===== config.mk =====
export PLATFORM = sky130hd
export DESIGN_NAME = walk_cache
export DESIGN_NICKNAME = d
export VERILOG_FILES = /design/src/rtl/wc_pkg.sv /design/src/rtl/wc_table.sv /design/src/rtl/wc_fill_dec.sv /design/src/rtl/wc_pick.sv /design/src/rtl/walk_cache.sv
export SDC_FILE = /design/constraint.sdc
export NUM_CORES = 2
export LEC_CHECK = 0
export BUFFER_PORTS_ARGS = -buffer_cell sky130_fd_sc_hd__buf_2
export CELL_PAD_IN_SITES_DETAIL_PLACEMENT = 0
export CELL_PAD_IN_SITES_GLOBAL_PLACEMENT = 1
export CORE_MARGIN = 2
export CORE_UTILIZATION = 25
export CTS_CLUSTER_DIAMETER = 50
export DETAILED_ROUTE_END_ITERATION = 10
export GPL_TIMING_DRIVEN = 0
export PLACE_DENSITY = 0.49
export RECOVER_POWER = 50
export SLEW_MARGIN = 20
export SYNTH_ARGS = -nofsm -noshare
export SYNTH_HDL_FRONTEND = slang
export SYNTH_SLANG_ARGS = --single-unit

===== constraint.sdc =====
create_clock -name clk -period 5.8 [get_ports clk]
set_input_delay 0.58 -clock clk [delete_from_list [all_inputs] [get_ports clk]]
set_output_delay 0.58 -clock clk [all_outputs]
set_load 0.02 [all_outputs]

===== src/rtl/wc_pkg.sv =====
package wc_pkg;
    localparam int NUM_TBL   = 3;
    localparam int IDX_BITS  = 9;
    localparam int PAGE_BITS = 12;

    typedef enum logic [1:0] {
        LV_ROOT = 2'd0,
        LV_DPT  = 2'd1,
        LV_DIR  = 2'd2,
        LV_TBL  = 2'd3
    } wc_level_e;

    // Lowest virtual address bit of the key for table t (0 top, 1 pointer, 2 directory)
    function automatic int key_lsb(input int t);
        return PAGE_BITS + IDX_BITS * (NUM_TBL - t);
    endfunction
endpackage


===== src/rtl/wc_table.sv =====
module wc_table #(
    parameter int KEY_W   = 9,
    parameter int ENTRIES = 4,
    parameter int BASE_W  = 28
) (
    input  logic              clk,
    input  logic              rst_n,
    input  logic              flush,
    input  logic [KEY_W-1:0]  lk_key,
    output logic              lk_hit,
    output logic [BASE_W-1:0] lk_base,
    input  logic              lk_touch,
    input  logic              wr_en,
    input  logic [KEY_W-1:0]  wr_key,
    input  logic [BASE_W-1:0] wr_base
);
    localparam int AGE_W = (ENTRIES > 1) ? $clog2(ENTRIES) : 1;
    localparam logic [AGE_W-1:0] AGE_OLDEST = AGE_W'(ENTRIES - 1);

    typedef struct packed {
        logic [ENTRIES-1:0]             vld;
        logic [ENTRIES-1:0][KEY_W-1:0]  key;
        logic [ENTRIES-1:0][BASE_W-1:0] base;
        logic [ENTRIES-1:0][AGE_W-1:0]  age;
    } tbl_t;

    tbl_t st_q, st_d;

    logic [AGE_W-1:0] lk_idx, wr_idx, vic_idx, tgt_idx;
    logic             wr_hit, tgt_en;

    function automatic tbl_t idle_state();
        tbl_t s;
        s = '0;
        for (int i = 0; i < ENTRIES; i++) s.age[i] = AGE_W'(i);
        return s;
    endfunction

    always_comb begin
        lk_hit  = 1'b0;
        lk_idx  = '0;
        wr_hit  = 1'b0;
        wr_idx  = '0;
        vic_idx = '0;
        // oldest entry first, then any empty slot overrides (lowest index wins)
        for (int i = ENTRIES - 1; i >= 0; i--) begin
            if (st_q.age[i] == AGE_OLDEST) vic_idx = AGE_W'(i);
        end
        for (int i = ENTRIES - 1; i >= 0; i--) begin
            if (!st_q.vld[i]) vic_idx = AGE_W'(i);
            if (st_q.vld[i] && st_q.key[i] == lk_key) begin
                lk_hit = 1'b1;
                lk_idx = AGE_W'(i);
            end
            if (st_q.vld[i] && st_q.key[i] == wr_key) begin
                wr_hit = 1'b1;
                wr_idx = AGE_W'(i);
            end
        end
        lk_base = lk_hit ? st_q.base[lk_idx] : '0;

        if (wr_en) begin
            tgt_en  = 1'b1;
            tgt_idx = wr_hit ? wr_idx : vic_idx;
        end else begin
            tgt_en  = lk_touch && lk_hit;
            tgt_idx = lk_idx;
        end

        st_d = st_q;
        if (wr_en) begin
            st_d.vld[tgt_idx]  = 1'b1;
            st_d.key[tgt_idx]  = wr_key;
            st_d.base[tgt_idx] = wr_base;
        end
        if (tgt_en) begin
            for (int i = 0; i < ENTRIES; i++) begin
                if (st_q.age[i] < st_q.age[tgt_idx]) st_d.age[i] = st_q.age[i] + 1'b1;
            end
            st_d.age[tgt_idx] = '0;
        end
        if (flush) st_d = idle_state();
    end

    always_ff @(posedge clk) begin
        if (!rst_n) st_q <= idle_state();
        else        st_q <= st_d;
    end
endmodule


===== src/rtl/wc_fill_dec.sv =====
module wc_fill_dec
    import wc_pkg::*;
(
    input  logic               fill_valid,
    input  logic               fill_present,
    input  logic               fill_large,
    input  logic [1:0]         fill_level,
    input  logic               flush,
    output logic [NUM_TBL-1:0] wr_en
);
    logic accept;

    always_comb begin
        accept = fill_valid && fill_present && !flush;
        for (int t = 0; t < NUM_TBL; t++) begin
            // large-page entries below the top level are leaves: never kept
            wr_en[t] = accept && (fill_level == 2'(t + 1)) && !(fill_large && t > 0);
        end
    end
endmodule


===== src/rtl/wc_pick.sv =====
module wc_pick
    import wc_pkg::*;
#(
    parameter int BASE_W = 28
) (
    input  logic [NUM_TBL-1:0]             hit,
    input  logic [NUM_TBL-1:0][BASE_W-1:0] base,
    output logic [1:0]                     level,
    output logic [BASE_W-1:0]              sel_base,
    output logic [NUM_TBL-1:0]             sel
);
    always_comb begin
        level    = LV_ROOT;
        sel_base = '0;
        sel      = '0;
        // ascending scan: the deepest table that hits is kept
        for (int t = 0; t < NUM_TBL; t++) begin
            if (hit[t]) begin
                level    = 2'(t + 1);
                sel_base = base[t];
                sel      = NUM_TBL'(1) << t;
            end
        end
    end
endmodule


===== src/rtl/walk_cache.sv =====
module walk_cache
    import wc_pkg::*;
#(
    parameter int VA_W  = 48,
    parameter int PA_W  = 40,
    parameter int N_TOP = 4,
    parameter int N_DPT = 4,
    parameter int N_DIR = 8
) (
    input  logic                      clk,
    input  logic                      rst_n,
    input  logic                      flush,
    input  logic                      q_valid,
    input  logic [VA_W-1:0]           q_va,
    input  logic                      fill_valid,
    input  logic [1:0]                fill_level,
    input  logic [VA_W-1:0]           fill_va,
    input  logic                      fill_present,
    input  logic                      fill_large,
    input  logic [PA_W-PAGE_BITS-1:0] fill_base,
    output logic                      rsp_valid,
    output logic [1:0]                rsp_level,
    output logic [PA_W-PAGE_BITS-1:0] rsp_base
);
    localparam int BASE_W  = PA_W - PAGE_BITS;
    localparam int MIN_LSB = key_lsb(NUM_TBL - 1);

    typedef struct packed {
        logic              valid;
        logic [1:0]        level;
        logic [BASE_W-1:0] base;
    } rsp_t;

    rsp_t rsp_q, rsp_d;

    logic [NUM_TBL-1:0]             hit, wr_en, sel;
    logic [NUM_TBL-1:0][BASE_W-1:0] hbase;
    logic [1:0]                     pick_level;
    logic [BASE_W-1:0]              pick_base;
    logic                           unused_low;

    assign unused_low = ^{q_va[MIN_LSB-1:0], fill_va[MIN_LSB-1:0]};

    wc_fill_dec u_dec (
        .fill_valid   (fill_valid),
        .fill_present (fill_present),
        .fill_large   (fill_large),
        .fill_level   (fill_level),
        .flush        (flush),
        .wr_en        (wr_en)
    );

    for (genvar t = 0; t < NUM_TBL; t++) begin : g_tbl
        localparam int LSB = key_lsb(t);
        localparam int NE  = (t == 0) ? N_TOP : (t == 1) ? N_DPT : N_DIR;
        logic touch;
        assign touch = q_valid && !flush && sel[t] && !wr_en[t];

        wc_table #(
            .KEY_W   (VA_W - LSB),
            .ENTRIES (NE),
            .BASE_W  (BASE_W)
        ) u_tbl (
            .clk      (clk),
            .rst_n    (rst_n),
            .flush    (flush),
            .lk_key   (q_va[VA_W-1:LSB]),
            .lk_hit   (hit[t]),
            .lk_base  (hbase[t]),
            .lk_touch (touch),
            .wr_en    (wr_en[t]),
            .wr_key   (fill_va[VA_W-1:LSB]),
            .wr_base  (fill_base)
        );
    end

    wc_pick #(.BASE_W(BASE_W)) u_pick (
        .hit      (hit),
        .base     (hbase),
        .level    (pick_level),
        .sel_base (pick_base),
        .sel      (sel)
    );

    always_comb begin
        rsp_d       = '0;
        rsp_d.valid = q_valid;
        if (q_valid && !flush) begin
            rsp_d.level = pick_level;
            rsp_d.base  = pick_base;
        end
    end

    always_ff @(posedge clk) begin
        if (!rst_n) rsp_q <= '0;
        else        rsp_q <= rsp_d;
    end

    assign rsp_valid = rsp_q.valid;
    assign rsp_level = rsp_q.level;
    assign rsp_base  = rsp_q.base;
endmodule


After elaboration in Yosys (flattened, before gate mapping)
Index checks and enable logic that the tools add are counted.

Bitwise gates (word level): 10. Magnitude comparators: 25. Reduce and logical (&&, ||, !) cells: 59. $add $sub $neg: 16. Multiplexer cells: 188. Equal/unequal tests: 51.

Operator list (count): == test 27 bit (16); two-way mux 28 bit (9); bitwise mux 112 bit (2); bitwise mux 224 bit (1); bitwise mux 216 bit (1); two-way mux 3 bit (53); == test 18 bit (8); two-way mux 2 bit (59); binary-select mux 28 bit (select 2 bit) (2); demux 28 bit (select 2 bit) (2); binary-select mux 28 bit (select 3 bit) (1); demux 28 bit (select 3 bit) (1); demux 27 bit (select 3 bit) (1); bitwise mux 72 bit (1); == test 9 bit (8); logical AND 1 bit (52); two-way mux 1 bit (40); bitwise mux 36 bit (1); demux 18 bit (select 2 bit) (1); two-way mux 27 bit (1); adder 3 x 1 -> 3 bit (second input constant) (8); AND 24 bit (1); == test 3 bit (second input constant) (8); less-than comparator 3 bit (8); other kinds (26) (64).

Output and inout bits: 31. Input port bits: 133. Register bits: 859.

Longest topological paths before layout
Depth after elaboration: 25. Gate-level depth with buffers: 22. Depth with buffers taken out: 21.

Hierarchy
A second synthesis with hierarchy kept.

Cells, all modules: 5646. Area, all modules: 46422.0 µm².

Modules (own cells, without submodules): wc_table at g_tbl[2].u_tbl (instances 1, sequential area each 9449.1 µm², cells an instance 3246, area each 25829.8 µm²); wc_table at g_tbl[1].u_tbl (instances 1, sequential area each 3923.8 µm², cells an instance 1237, area each 10593.9 µm²); wc_table at g_tbl[0].u_tbl (instances 1, sequential area each 3203.1 µm², cells an instance 949, area each 8082.8 µm²); walk_cache (instances 1, sequential area each 620.6 µm², cells an instance 74, area each 1041.0 µm²); wc_pick (instances 1, sequential area each 0.0 µm², cells an instance 134, area each 838.3 µm²); wc_fill_dec (instances 1, sequential area each 0.0 µm², cells an instance 6, area each 36.3 µm²).

Worst setup path after synthesis
OpenSTA, ideal clock, no wires.

Kind: in2reg. Start: input port fill_va[42]. End: register g_tbl[2].u_tbl.st_q[0] (netlist name). Path slack: 916 ps. Required time: 5679 ps. Arrival time: 4763 ps. Setup time: 121 ps. Stages: 19. Buffers on the path: 3. Cells stage by stage: buf_2 > buf_2 > xor2_1 > nor4_1 > nand4_1 > nand4_1 > or4b_2 > nand3_1 > nand2_1 > clkbuf_1 > and2_1 > nand2_1 > o21ai_0 > a221o_1 > nor3_1 > ha_1 > or3_1 > and4_1 > mux2_2.

Word-level cells in the longest chain between the ends: 18. Elaborated cells between the ends (all ways): 46.

RTL lines: from (decl) (RTL line walk_cache.sv:17) `input logic [VA_W-1:0] fill_va,`; == test 27 bit (RTL line wc_table.sv:55) `if (st_q.vld[i] && st_q.key[i] == wr_key) begin`; logical AND 1 bit (RTL line wc_table.sv:55); two-way mux 3 bit or two-way mux 1 bit (tied branches) (8 in a row) (RTL line wc_table.sv:55); two-way mux 3 bit * (RTL line wc_table.sv:64) `tgt_idx = wr_hit ? wr_idx : vic_idx;`; two-way mux 3 bit * (RTL line wc_table.sv:62) `if (wr_en) begin`; binary-select mux 3 bit (select 3 bit), or another cell as far along (RTL line wc_table.sv:78) `if (st_q.age[i] < st_q.age[tgt_idx]) st_d.age[i] = st_q.age[i] + 1'b1;`; two-way mux 3 bit (not written as such) or logical AND 1 bit (tied branches) (RTL line wc_table.sv:78, wc_table.sv:80); less-than comparator 3 bit or two-way mux 3 bit (tied branches) (RTL line wc_table.sv:78, wc_table.sv:80); two-way mux 3 bit or demux 3 bit (select 3 bit) (tied branches); two-way mux 3 bit or NOT 24 bit (tied branches); AND 24 bit (no line) *; to (signal assigned) (RTL line wc_table.sv:86) `if (!rst_n) st_q <= idle_state();`; to (signal assigned) (RTL line wc_table.sv:87) `else st_q <= st_d;`; to (decl) (RTL line wc_table.sv:27) `tbl_t st_q, st_d;`.

Every way passes the cells marked *; elsewhere a longest branch is shown, timed or not. The select of a mux whose other input is x is not followed. A chain may end at the register's enable or synchronous reset.

Worst setup path after layout
Start: input port fill_va[36]. End: register g_tbl[2].u_tbl.st_q[406] (netlist name).

Word-level cells in the longest chain between the ends: 17. Elaborated cells between the ends (all ways): 40.

RTL lines: == test 27 bit (RTL line wc_table.sv:55); logical AND 1 bit (RTL line wc_table.sv:55); two-way mux 3 bit or two-way mux 1 bit (tied branches) (8 in a row) (RTL line wc_table.sv:55); two-way mux 3 bit * (RTL line wc_table.sv:64); two-way mux 3 bit * (RTL line wc_table.sv:62); less-than comparator 3 x 4 -> 1 bit (not written as such) or greater-or-equal comparator 3 x 1 -> 1 bit (tied branches) (RTL line wc_table.sv:73) `st_d.key[tgt_idx] = wr_key;`; logical AND 1 bit (not written as such) (RTL line wc_table.sv:73); two-way mux 27 bit (not written as such) (RTL line wc_table.sv:73); demux 27 bit (select 3 bit) *; bitwise mux 216 bit * (RTL line wc_table.sv:73).

Every way passes the cells marked *; elsewhere a longest branch is shown, timed or not.

==> out/metrics.yaml <==
seq_area_mm2: 0.0172
final_nets: 5747
switching_share: 0.261
grt.overflow.total: 0
syn-num-nets: 5546
critPathMaxFanout: 12
drt_iter0_drc: 3378
finalCriticalPeriod_ns: 5.91
num_vias: 40600
start_util: 0.251
finalHoldViolCount: 0
syn_avg_cell_area_um2: 8.31
drive_gt1_frac: 0.0808
power_density_mw_per_mm2: 305
period_share: 1.02
ys_async_sr_fraction: 0
status: "finished, violations left"
ios: 164
synth-edff-count: 0
cap_violations: 0
coreArea_mm2: 0.178
cts_buffer_depth: 3
drc: 0
die_x_um: 427
place_ws_ns: -1.36
fin_skew_ns: 0.0448
postRouteAntennaNets: 0
clock_sinks: 859
cts_tree: "done"
num-fill-cells: 19200
power_mw: 16.3
areaGrowthSynthToFinish_pct: 19.2
die-height_um: 427
yosysUniqueCellTypes: 79
placed_cells: 7780
grtUsageTotal: 0.250
crit_arrival_ns: 6.62
syn_area_mm2: 0.0447
crit_type: "in -> reg"
synth_area_leaders: "dfxtp_1, mux2i_1, xnor2_1"
firstDrtPassIters: 6
leakage_nw: 18.1
hold_ws_ns: 0.0626
cts.htree.levels: 4
peakVddDrop_uv: 343
wl_per_cell_um: 28.8
finalNonFillerCells: 8054
timing.final.max_slew_violations: 0
path_clk_slew_ns: 0.05
yosysTopAreaCell: "dfxtp_1"
viasPerCell: 5.04
hold_class: "in -> reg"
yosysSeqAreaShare: 0.385
grt_max_degree: 17
grt_pass1_vias: 39600
die_area_mm2: 0.182
insertion_delay_ns: 0.81
setup_viol: 10
slew_headroom: 0.0478
synthCells: 5373
synth_warnings: 0
p_switching_mw: 4.24
tightest_slew_ns: 1.43
dp_hpwl_mm: 171
sequentialPowerShare: 0.364
io_buffers: 46
r2r_cells: 13
violations: "setup timing"
whs_path_depth: 2
cp.required_ns: 6.51
grt_pass1_wl_mm: 318
clock.fmax_mhz: 169
wirelength_mm: 232
multi_input_area_mm2: 0.0255
combPwrFrac: 0.064
p_int_mw: 12.0
layout_setup_ws_ns: -0.106
std_cell_rows: 155
crit_path_end_kind: "flop"
rsz0062_at_grt: "no"
synth_top_area_frac: 0.385
cts_inserted_buffers: 143
ys_ff_latch: 859
cts-root-buf: "clkbuf_16"
synth_ff_type: "dfxtp_1"
cp-start-kind: "input pin"
gp_congestion: 0.958
grt_antenna_before_repair: 4
clock_power_share: 0.572
==> cell usage after synthesis (40+ instances only) <==
master and count:
a211oi_1 50, xnor2_1 430, a21oi_1 525, xor2_1 226, nor2_1 439, buf_1 48, ha_1 40, nand4_1 183
nor4_1 102, nor3_1 58, dfxtp_1 859, o21ai_0 73, nand2_1 991, mux2i_1 585, clkbuf_1 317, buf_2 92
==> registers in the layout, indices dropped and copies added (netlist names) <==
name and count:
g_tbl.u_tbl.st_q 828, rsp_base 28, rsp_level 2, rsp_valid 1
==> cell families after synthesis <==
kind of cell	Yosys count	synth area share
adder cells (fa/ha/maj)	42	0.0117
flip-flops	859	0.385
multiplexers	619	0.140
AND/OR/NAND/NOR	1930	0.191
XOR/XNOR	656	0.129
buffers and inverters	496	0.0451
AO/OA/AOI/OAI	771	0.0980
==> worst max-delay path, cell delays in order <==
cell and delay (ns):
buf_2 0.40, buf_2 0.60, xnor2_1 0.20, nand4_1 0.14
nor4_1 0.07, nand3_1 0.43, nand4_1 0.26, or4b_2 0.69
nand3_1 0.18, nand2_1 0.31, nor3_1 1.10, buf_6 0.30
clkbuf_1 0.91, nand2_1 0.17, a21oi_1 0.18
==> stage by stage <==
| stage | setup TNS, ns | cell area [µm²] | utilization |
|---|---|---|---|
| floorplan | 0 | 44700 | - |
| finish | -0.464 | 53200 | 0.299 |
| CTS | 0 | 53200 | 0.299 |
| global placement | -545.40 | 47800 | 0.269 |
| global route | 0 | 53200 | 0.299 |
| detailed placement | -309.52 | 48000 | 0.270 |
==> cell usage in the layout, fill, tap and decap left out, types with 19 or more instances in the layout <==
cell type,synthesis,layout
a211oi_1,50,50
a21oi_1,525,523
buf_1,48,29
buf_2,92,94
bufinv_16,0,21
clkbuf_1,317,353
clkbuf_16,0,147
clkbuf_2,1,27
clkbuf_8,0,19
dfxtp_1,859,858
ha_1,40,40
inv_1,30,30
mux2_2,32,32
mux2i_1,585,585
nand2_1,991,991
nand3_1,26,26
nand4_1,183,183
nor2_1,439,439
nor2b_1,29,29
nor3_1,58,56
nor4_1,102,101
o21ai_0,73,73
xnor2_1,430,430
xor2_1,226,226
==> worst paths after layout <==
check	from	to	slack [ns]
max	fill_va[36]	g_tbl[2].u_tbl.st_q[406]	-0.11
min	q_valid	rsp_valid	0.06
max reg2reg	g_tbl[2].u_tbl.st_q[466]	rsp_base[19]	0.10
min reg2reg	g_tbl[2].u_tbl.st_q[125]	g_tbl[2].u_tbl.st_q[125]	0.45
==> final cells by class <==
| type | count | share of cell area |
|---|---|---|
| timing repair buffer | 57 | 0.00602 |
| buffer | 465 | 0.0371 |
| multi-input combinational | 4018 | 0.479 |
| inverter | 30 | 0.00212 |
| clock buffer | 180 | 0.0750 |
| antenna | 4 | 0.000188 |
| sequential | 859 | 0.323 |
| clock inverter | 86 | 0.0221 |
| tap | 2355 | 0.0554 |
==> repair_timing <==
item / CTS / global route
pin swaps: 3 / 0
setup buffers: 4 / 0
hold buffers: 1 / 0
resized for setup: 9 / 13
endpoints found under the setup margin: 245 / 19
endpoints found under the hold margin: 1 / 0
==> power by group through the flow <==
| stage | Combinational, mW | Clock (mW) | Sequential [mW] |
|---|---|---|---|
| detailed placement | 1.03 | 0 | 6.04 |
| global route | 1.07 | 9.71 | 5.91 |
| CTS | 1.04 | 9.47 | 5.91 |
| floorplan | 0.523 | 0 | 6.04 |
| finish | 1.05 | 9.29 | 5.91 |
| global placement | 1.03 | 0 | 6.04 |
==> metal layers <==
metal | GRT usage | share of wire
met2 | 0.425 | 0.48
met1 | 0.315 | 0.43
met3 | 0.0303 | 0.045
met5 | 0 | 0
met4 | 0.112 | 0.048
(Power assumes the default switching activity.)
